[src/rtl/mmask_pkg.sv]
package mmask_pkg;
    typedef enum logic {
        SEQ_IDLE = 1'b0,
        SEQ_RUN  = 1'b1
    } seq_state_e;
endpackage

[src/rtl/mmask_seq.sv]
// Row sequencer: one pattern row per enabled cycle after a start pulse.
module mmask_seq
    import mmask_pkg::*;
#(
    parameter int PAT_LEN = 3,
    parameter int IW      = 2
) (
    input  logic          clk,
    input  logic          rst_n,
    input  logic          mask_en,
    input  logic          start,
    output logic          busy,
    output logic          row_wr,
    output logic [IW-1:0] row_idx,
    output logic          done
);
    localparam logic [IW-1:0] LAST_ROW = IW'(PAT_LEN - 1);

    typedef struct packed {
        seq_state_e    st;
        logic [IW-1:0] row;
        logic          done;
    } seq_t;

    seq_t seq_d, seq_q;
    logic wr_d;

    always_comb begin
        seq_d      = seq_q;
        seq_d.done = 1'b0;
        wr_d       = 1'b0;
        if (mask_en && start) begin
            seq_d.st  = SEQ_RUN;
            seq_d.row = '0;
        end else if (mask_en && seq_q.st == SEQ_RUN) begin
            wr_d = 1'b1;
            if (seq_q.row == LAST_ROW) begin
                seq_d.st   = SEQ_IDLE;
                seq_d.row  = '0;
                seq_d.done = 1'b1;
            end else begin
                seq_d.row = seq_q.row + 1'b1;
            end
        end
    end

    always_ff @(posedge clk) begin
        if (!rst_n) begin
            seq_q <= '{st: SEQ_IDLE, row: '0, done: 1'b0};
        end else begin
            seq_q <= seq_d;
        end
    end

    assign busy    = (seq_q.st == SEQ_RUN);
    assign row_wr  = wr_d;
    assign row_idx = seq_q.row;
    assign done    = seq_q.done;
endmodule

[src/rtl/mmask_symbols.sv]
// Pattern and reference symbol registers; writes locked while a run is active.
module mmask_symbols #(
    parameter int SYM_W   = 4,
    parameter int PAT_LEN = 3,
    parameter int REF_LEN = 5,
    parameter int PIW     = 2,
    parameter int RIW     = 3
) (
    input  logic                       clk,
    input  logic                       rst_n,
    input  logic                       lock,
    input  logic                       pat_we,
    input  logic [PIW-1:0]             pat_idx,
    input  logic [SYM_W-1:0]           pat_sym,
    input  logic                       ref_we,
    input  logic [RIW-1:0]             ref_idx,
    input  logic [SYM_W-1:0]           ref_sym,
    input  logic [PIW-1:0]             row_idx,
    output logic [SYM_W-1:0]           cur_pat,
    output logic [REF_LEN*SYM_W-1:0]   ref_flat
);
    localparam logic [PIW:0] P_LIM = (PIW+1)'(PAT_LEN);
    localparam logic [RIW:0] R_LIM = (RIW+1)'(REF_LEN);

    typedef struct packed {
        logic [PAT_LEN-1:0][SYM_W-1:0] pat;
        logic [REF_LEN-1:0][SYM_W-1:0] refs;
    } sym_t;

    sym_t sym_d, sym_q;

    always_comb begin
        sym_d = sym_q;
        if (!lock && pat_we && ({1'b0, pat_idx} < P_LIM)) begin
            sym_d.pat[pat_idx] = pat_sym;
        end
        if (!lock && ref_we && ({1'b0, ref_idx} < R_LIM)) begin
            sym_d.refs[ref_idx] = ref_sym;
        end
    end

    always_ff @(posedge clk) begin
        if (!rst_n) begin
            sym_q <= '0;
        end else begin
            sym_q <= sym_d;
        end
    end

    assign cur_pat  = sym_q.pat[row_idx];
    assign ref_flat = sym_q.refs;
endmodule

[src/rtl/mmask_cmp_row.sv]
// The single shared row of equality comparators.
module mmask_cmp_row #(
    parameter int SYM_W   = 4,
    parameter int REF_LEN = 5
) (
    input  logic [SYM_W-1:0]         cur_pat,
    input  logic [REF_LEN*SYM_W-1:0] ref_flat,
    output logic [REF_LEN-1:0]       hit
);
    for (genvar j = 0; j < REF_LEN; j++) begin : g_cmp
        assign hit[j] = (ref_flat[j*SYM_W +: SYM_W] == cur_pat);
    end
endmodule

[src/rtl/mmask_table.sv]
// Match table storage with a registered, addressed read port.
module mmask_table #(
    parameter int PAT_LEN = 3,
    parameter int REF_LEN = 5,
    parameter int AW      = 2
) (
    input  logic               clk,
    input  logic               rst_n,
    input  logic               row_wr,
    input  logic [AW-1:0]      row_idx,
    input  logic [REF_LEN-1:0] row_bits,
    input  logic               rd_req,
    input  logic [AW-1:0]      rd_addr,
    output logic [REF_LEN-1:0] rd_data,
    output logic               rd_valid
);
    localparam logic [AW:0] A_LIM = (AW+1)'(PAT_LEN);

    typedef struct packed {
        logic [PAT_LEN-1:0][REF_LEN-1:0] tbl;
        logic [REF_LEN-1:0]              data;
        logic                            valid;
    } tab_t;

    tab_t tab_d, tab_q;

    always_comb begin
        tab_d       = tab_q;
        tab_d.valid = 1'b0;
        tab_d.data  = '0;
        if (row_wr) begin
            tab_d.tbl[row_idx] = row_bits;
        end
        if (rd_req && ({1'b0, rd_addr} < A_LIM)) begin
            tab_d.valid = 1'b1;
            tab_d.data  = tab_q.tbl[rd_addr];
        end
    end

    always_ff @(posedge clk) begin
        if (!rst_n) begin
            tab_q <= '0;
        end else begin
            tab_q <= tab_d;
        end
    end

    assign rd_data  = tab_q.data;
    assign rd_valid = tab_q.valid;
endmodule

[src/rtl/mmask_gen.sv]
module mmask_gen #(
    parameter int SYM_W   = 4,
    parameter int PAT_LEN = 3,
    parameter int REF_LEN = 5,
    localparam int PIW    = (PAT_LEN > 1) ? $clog2(PAT_LEN) : 1,
    localparam int RIW    = (REF_LEN > 1) ? $clog2(REF_LEN) : 1
) (
    input  logic               clk,
    input  logic               rst_n,
    input  logic               pat_we,
    input  logic [PIW-1:0]     pat_idx,
    input  logic [SYM_W-1:0]   pat_sym,
    input  logic               ref_we,
    input  logic [RIW-1:0]     ref_idx,
    input  logic [SYM_W-1:0]   ref_sym,
    input  logic               mask_en,
    input  logic               start,
    input  logic               rd_en,
    input  logic [PIW-1:0]     rd_addr,
    output logic [REF_LEN-1:0] rd_data,
    output logic               rd_valid,
    output logic               done
);
    logic                     busy;
    logic                     row_wr;
    logic [PIW-1:0]           row_idx;
    logic [SYM_W-1:0]         cur_pat;
    logic [REF_LEN*SYM_W-1:0] ref_flat;
    logic [REF_LEN-1:0]       hit;

    mmask_seq #(.PAT_LEN(PAT_LEN), .IW(PIW)) u_seq (
        .clk(clk), .rst_n(rst_n), .mask_en(mask_en), .start(start),
        .busy(busy), .row_wr(row_wr), .row_idx(row_idx), .done(done)
    );

    mmask_symbols #(
        .SYM_W(SYM_W), .PAT_LEN(PAT_LEN), .REF_LEN(REF_LEN), .PIW(PIW), .RIW(RIW)
    ) u_sym (
        .clk(clk), .rst_n(rst_n), .lock(busy),
        .pat_we(pat_we), .pat_idx(pat_idx), .pat_sym(pat_sym),
        .ref_we(ref_we), .ref_idx(ref_idx), .ref_sym(ref_sym),
        .row_idx(row_idx), .cur_pat(cur_pat), .ref_flat(ref_flat)
    );

    mmask_cmp_row #(.SYM_W(SYM_W), .REF_LEN(REF_LEN)) u_cmp (
        .cur_pat(cur_pat), .ref_flat(ref_flat), .hit(hit)
    );

    mmask_table #(.PAT_LEN(PAT_LEN), .REF_LEN(REF_LEN), .AW(PIW)) u_tab (
        .clk(clk), .rst_n(rst_n), .row_wr(row_wr), .row_idx(row_idx),
        .row_bits(hit), .rd_req(rd_en && !mask_en), .rd_addr(rd_addr),
        .rd_data(rd_data), .rd_valid(rd_valid)
    );
endmodule

[config.mk]
export PLATFORM = sky130hd
export DESIGN_NAME = mmask_gen
export DESIGN_NICKNAME = d
export VERILOG_FILES = /design/src/rtl/mmask_pkg.sv /design/src/rtl/mmask_seq.sv /design/src/rtl/mmask_symbols.sv /design/src/rtl/mmask_cmp_row.sv /design/src/rtl/mmask_table.sv /design/src/rtl/mmask_gen.sv
export SDC_FILE = /design/constraint.sdc
export NUM_CORES = 1
export LEC_CHECK = 0
export CAP_MARGIN = 20
export CORE_MARGIN = 5
export CORE_UTILIZATION = 56
export CTS_CLUSTER_DIAMETER = 30
export DETAILED_ROUTE_END_ITERATION = 10
export MAX_ROUTING_LAYER = met4
export PLACE_DENSITY = 0.76
export SETUP_SLACK_MARGIN = 0.2
export SKIP_LAST_GASP = 1
export SLEW_MARGIN = 20
export SYNTH_ARGS = -nofsm -noshare
export SYNTH_HDL_FRONTEND = slang
export SYNTH_HIERARCHICAL = 1
export SYNTH_SLANG_ARGS = --single-unit
[constraint.sdc]
create_clock -name clk -period 2.05 [get_ports clk]
set_input_delay 0.41 -clock clk [delete_from_list [all_inputs] [get_ports clk]]
set_output_delay 0.41 -clock clk [all_outputs]
set_load 0.005 [all_outputs]
==> results.yml, run 1 <==
place:
  port_buffers: 28
  hpwl_um: 3620
  dpl_worst_slack_ps: 114
  gp_congestion: 0.832
floorplan:
  dieHeight_um: 81.0
  start_util: 0.585
  dieArea_sq_um: 6560
  core_area_sq_um: 4820
  ios: 29
  row_count: 25
  die-width_um: 81.0
setup_path:
  reg2regPathDepth: 7
  cp_data_required_time_ps: 2300
  path_max_fanout: 11
  setup.worst_path.start_class: "flip-flop"
  crit_chain: "mux2i_1 -> o21ai_0 -> buf_4 -> xor2_1 -> nor4_2 -> nand2_1 -> mux2i_1"
  worstSetupPathType: "flip-flop to flip-flop"
  end_kind: "flip-flop"
  crit_arrival_ps: 1930
  path_common_cell: "mux2i_1"
  cp_slowest_stage_delay_ps: 430
  slowest_stage: "dfxtp_4"
timing:
  skew_ps: 5.75
  slew_viol_final: 0
  tightest_slew_ps: 362
  fin_crit_ps: 1680
  finalSetupViolations: 0
  setup_tns_ps: 0
  hold_viol: 0
  fin_crit_sh: 0.819
  rsz0062_at_grt: "no"
  slew_headroom: 0.758
  fmax_mhz: 595
  fin_ws_ps: 370
synthesis:
  synth.avg_cell_area_sq_um: 9.50
  synth_compound_gate_area_share: 0.0484
  synth_nets: 319
  synth_common_cells: "nand2_1 (61), dfxtp_1 (57), mux2i_1 (48)"
  yosys.area_share.xor_xnor: 0.0621
  synth_top_cell_area_share: 0.405
  seq_area_frac_synth: 0.405
  synthAdderAreaFrac: 0
  ys_ff_latch: 57
  synth.distinct_cells: 30
  synth_area_leader_cell: "dfxtp_1"
  synthesis.area_sq_um: 2820
  synthSimpleGateAreaFrac: 0.207
  synth_edf_count: 0
  synthArstFlopShare: 0
  synth_top_family_by_area: "simple AND/OR/NAND/NOR gates"
  ys_warn_count: 6
  synthMuxAreaShare: 0.170
  post-synth-top-count-cell: "nand2_1"
  synthTopCellsByArea: "dfxtp_1 (40%), mux2i_1 (17%), nand2_1 (8.1%)"
  syn_inst: 297
  ys.flop_type: "dfxtp_1"
power:
  finalPower_uw: 2400
  vdd_drop_max_mv: 0.514
  powerDensity_nw_per_um2: 753
  p_leak_uw: 0.00145
cts:
  cts-root-buf: "clkbuf_8"
  htree_levels: 3
  cts_made_buffers: 9
  numClockSinks: 57
  cts_tree: "yes"
  clk-insertion-delay-late_ps: 330
  clk_pin_slew_ps: 60
  postCtsSetupRepairBufs: 0
  cts.path.max_buffers: 2
route:
  wl_per_cell_um: 13.5
  antenna_left: 0
  drc: 0
  first_iter_violations: 87
  detail_route.first_pass.iterations: 5
  num_vias: 1956
  routed_wirelength_um: 5040
  vias_per_cell: 5.23
grt:
  grt-ovfl-total: 0
  grt_use_total: 0.174
  grt_max_degree: 44
  grt_pass1_vias: 1845
  antenna_found_initial: 0
  grt_pass1_wl_um: 8560
outcome:
  status: "complete, no violations"
finish:
  n_antenna_cell: 0
  area_growth_syn_to_layout_pct: 12.9
  nNetsFinal: 325
  drive_above_1_share: 0.153
hold_path:
  holdPathStages: 2
  hp-class: "flip-flop to flip-flop"
flow_run:
  cap_violations: 0
[repair_timing]
| action | CTS | global route |
|---|---|---|
| resized for setup | 1 | 2 |
| setup endpoints to repair | 15 | 9 |
| hold buffers | 0 | 0 |
[sequential cells by signal, summed over array words and instances, names as in the netlist]
name,cells
u_sym/ref_flat,20
u_seq/row_idx,2
u_tab/rd_data,5
u_seq/done,1
u_seq/busy,1
u_sym/sym_q,12
u_tab/tab_q,15
u_tab/rd_valid,1
[critical path, delay by kind of cell (launching register included)]
kind,cells,cell delay [ps]
flip-flops,1,430
AND/OR/NAND/NOR,2,390
multiplexers,2,360
buffers and inverters,1,170
XOR/XNOR,1,160
AO/OA/AOI/OAI,1,80
[cell type report]
| class | count | area [sq um] |
|---|---|---|
| clock buffer | 12 | 155 |
| clock inverter | 3 | 40.0 |
| fill | 410 | 1630 |
| inverter | 5 | 18.8 |
| multi-input combinational | 192 | 1380 |
| sequential | 57 | 1140 |
| tap | 67 | 83.8 |
| timing repair buffer | 38 | 363 |
[power breakdown]
| group | internal, uW | leakage (uW) | switching [uW] |
|---|---|---|---|
| combinational | 113 | 0.000884 | 114 |
| sequential | 1130 | 0.000462 | 13.5 |
| clock | 617 | 0.000102 | 408 |
| total | 1860 | 0.00145 | 536 |
[layer usage]
metal,part of all wire,GRT usage,up-vias
met3,0.044,0.0399,10
li1,-,-,994
met1,0.49,0.222,914
met2,0.45,0.255,38
met4,0.018,0.0912,0
met5,0,-,-
[metrics by stage]
step | hold WS [ps] | utilization | instance area (sq um) | instances
floorplan | 435 | - | 2820 | 297
CTS | 460 | 0.660 | 3180 | 374
finish | 456 | 0.661 | 3180 | 374
global route | 481 | 0.661 | 3180 | 374
detailed placement | 451 | 0.619 | 2980 | 359
global placement | 446 | 0.619 | 2980 | 359
[cell families (layout without fill, tap and decap cells)]
kind of cell / after synthesis / after routing
XOR/XNOR: 20 / 20
AND/OR/NAND/NOR: 102 / 102
AO/OA/AOI/OAI: 22 / 22
flip-flops: 57 / 57
multiplexers: 48 / 48
buffers and inverters: 48 / 58
[final timing paths]
path	startpoint	to	slack, ps
min	u_sym/sym_q[23]$_SDFFE_PN0P_	u_sym/sym_q[23]$_SDFFE_PN0P_	460
min reg2reg	u_sym/sym_q[23]$_SDFFE_PN0P_	u_sym/sym_q[23]$_SDFFE_PN0P_	460
max	u_seq/row_idx[1]$_SDFFE_PP0P_	u_tab/tab_q[11]$_SDFFE_PN0P_	370
max reg2reg	u_seq/row_idx[1]$_SDFFE_PP0P_	u_tab/tab_q[11]$_SDFFE_PN0P_	370
[layout by cell type (no fill, tap or decap), types with 4 or more instances in the layout]
cell type / n
buf_4: 9
mux2i_1: 48
xor2_1: 20
nor4_2: 5
nand3_1: 7
o22ai_1: 7
clkdlybuf4s50_1: 27
o21ai_2: 4
clkbuf_8: 11
inv_1: 5
nor2b_1: 4
nand2_1: 61
o21ai_0: 9
dfxtp_1: 56
nand3b_1: 5
nand3_2: 4
Power figures use the tool's default switching activity.
==> inputs of run 2 (changes only) <==
--- a/config.mk
+++ b/config.mk
@@ -7,11 +7,11 @@
 export LEC_CHECK = 0
 export CAP_MARGIN = 20
 export CORE_MARGIN = 5
-export CORE_UTILIZATION = 56
+export CORE_UTILIZATION = 51
 export CTS_CLUSTER_DIAMETER = 30
 export DETAILED_ROUTE_END_ITERATION = 10
 export MAX_ROUTING_LAYER = met4
-export PLACE_DENSITY = 0.76
+export PLACE_DENSITY = 0.73
 export SETUP_SLACK_MARGIN = 0.2
 export SKIP_LAST_GASP = 1
 export SLEW_MARGIN = 20
==> constraint.sdc (replaced) <==
create_clock -name clk -period 1.4 [get_ports clk]
set_input_delay 0.28 -clock clk [delete_from_list [all_inputs] [get_ports clk]]
set_output_delay 0.28 -clock clk [all_outputs]
set_load 0.005 [all_outputs]
==> results.yml, run 2 (synthesis results as in run 1) <==
setup_path:
  rrSetupSlack_ps: -190
  crit_chain: "mux2i_4 -> o21ai_4 -> xor2_1 -> nor4_2 -> nand2_1 -> mux2i_1"
  path_max_fanout: 6
  end_kind: "flip-flop"
  worstSetupPathType: "flip-flop to flip-flop"
  cp_slowest_stage_delay_ps: 430
  r2r-start: "u_seq/row_idx[1]$_SDFFE_PP0P_"
  path_buf_inv: 0
  crit_arrival_ps: 1850
  slowest_stage: "dfxtp_4"
  reg2reg_to: "u_tab/tab_q[20]$_SDFFE_PN0P_"
  setup.worst_path.start_class: "flip-flop"
  cp_data_required_time_ps: 1650
  path_delay_family: "multiplexers"
  reg2regPathDepth: 6
cts:
  cts_made_buffers: 9
  cts_tree: "yes"
  clk_pin_slew_ps: 60
  htree_levels: 3
  cts.path.max_buffers: 2
  clk-insertion-delay-late_ps: 330
  cts-root-buf: "clkbuf_8"
  numClockSinks: 57
route:
  vias_per_cell: 5.16
  routed_wirelength_um: 5480
  first_iter_violations: 51
  num_vias: 2018
  antenna_left: 0
  wl_per_cell_um: 14.0
  detail_route.first_pass.iterations: 4
  drc: 0
place:
  port_buffers: 28
  dpl_worst_slack_ps: -439
  hpwl_um: 3740
  gp_congestion: 0.736
  dpl-instance-area_sq_um: 3050
floorplan:
  core_area_sq_um: 5440
  die-width_um: 84.4
  dieHeight_um: 84.4
  row_count: 27
  dieArea_sq_um: 7120
  start_util: 0.519
  ios: 29
power:
  p_leak_uw: 0.00160
  vdd_drop_max_mv: 0.606
  combPwrFrac: 0.100
  p_int_uw: 2810
  powerDensity_nw_per_um2: 1060
  p_switching_uw: 813
  clkPwrFrac: 0.435
  switching_share: 0.225
  power_frac_seq: 0.465
finish:
  n_antenna_cell: 0
  largest_register_ffs: 20
  drive_above_1_share: 0.226
  final_area_sq_um: 3400
  layout_common_cells: "nand2_1 (60), dfxtp_1 (53), mux2i_1 (46)"
  final_common_cell: "nand2_1"
  nNetsFinal: 337
  area_growth_syn_to_layout_pct: 20.5
  fillCellCount: 450
timing:
  setup_tns_ps: -2410
  finalSetupViolations: 15
  fin_crit_sh: 1.14
  hold_viol: 0
  rsz0062_at_grt: "yes"
  slew_headroom: 0.775
  fin_ws_ps: -193
  fmax_mhz: 628
  tightest_slew_ps: 337
  skew_ps: 6.41
  fin_crit_ps: 1590
  slew_viol_final: 0
grt:
  grt-ovfl-total: 0
  grt_use_total: 0.165
  grt_pass1_wl_um: 9010
  antenna_found_initial: 0
  grt_pass1_vias: 1907
  grt_max_degree: 52
flow_run:
  cap_violations: 0
hold_path:
  holdPathStages: 4
  hold_end: "u_seq/busy$_SDFFE_PN0P_"
  holdCritStartpoint: "mask_en"
  hp-class: "primary input to flip-flop"
outcome:
  violations: "negative setup slack"
  status: "finished, violations left"
-- run 2: how the worst max path moves through the flow --
| stage | from | endpoint | cells past startpoint |
|---|---|---|---|
| 2_1_floorplan | u_seq/row_idx[1]$_SDFFE_PP0P_ | u_tab/tab_q[17]$_SDFFE_PN0P_ | 8 |
| 3_3_place_gp | start | u_tab/tab_q[10]$_SDFFE_PN0P_ | 4 |
| 3_5_place_dp | start | u_tab/tab_q[7]$_SDFFE_PN0P_ | 4 |
| 4_1_cts | u_seq/row_idx[1]$_SDFFE_PP0P_ | u_tab/tab_q[20]$_SDFFE_PN0P_ | 6 |
| 5_1_grt | u_seq/row_idx[1]$_SDFFE_PP0P_ | u_tab/tab_q[20]$_SDFFE_PN0P_ | 6 |
| 6_report | u_seq/row_idx[1]$_SDFFE_PP0P_ | u_tab/tab_q[20]$_SDFFE_PN0P_ | 6 |
-- run 2: timing repair --
| item | CTS | global route |
|---|---|---|
| buffers inserted | 1 | 4 |
| hold buffers | 0 | 0 |
| gates resized for setup | 22 | 16 |
| pin swaps | 14 | 8 |
| endpoints found under the setup margin | 47 | 41 |
-- run 2: stage by stage --
step / power (uW) / hold slack [ps] / std cells / utilization
after global routing: 3790 / 389 / 391 / 0.625
final: 3620 / 364 / 391 / 0.625
after detailed placement: 2050 / 455 / 371 / 0.561
after CTS: 3640 / 424 / 387 / 0.606
after floorplan: 1930 / 367 / 297 / -
after global placement: 2050 / 446 / 371 / 0.561
-- run 2: worst min-delay path, stage by stage --
cell            delay (ps)
dlymetal6s2s_1         110
buf_6                  130
nand3_1                 70
o21ai_0                 70
-- run 2: cell type report --
cell class              count  area, sq um  share of cell area
well taps                  72         90.1              0.0265
clock buffers              13          170              0.0501
clock inverters             2         35.0              0.0103
inverters                   5         18.8             0.00552
flip-flops and latches     57         1150               0.339
repair buffers             50          457               0.134
multi-input cells         192         1480               0.434
-- run 2: power groups by stage --
stage / registers (uW) / logic (uW) / clock network [uW]
2_1_floorplan: 1710 / 223 / 0
3_3_place_gp: 1720 / 327 / 0
3_5_place_dp: 1720 / 335 / 0
4_1_cts: 1680 / 345 / 1610
5_1_grt: 1690 / 394 / 1710
6_report: 1680 / 361 / 1570
-- run 2: routing by layer --
layer  vias to the layer above  wire length [um]  GRT usage
met4                         0               127     0.0921
met1                       947              2590      0.206
met2                        37              2530      0.243
met3                        13               234     0.0383
li1                       1021                 -          -
met5                         -                 0          -
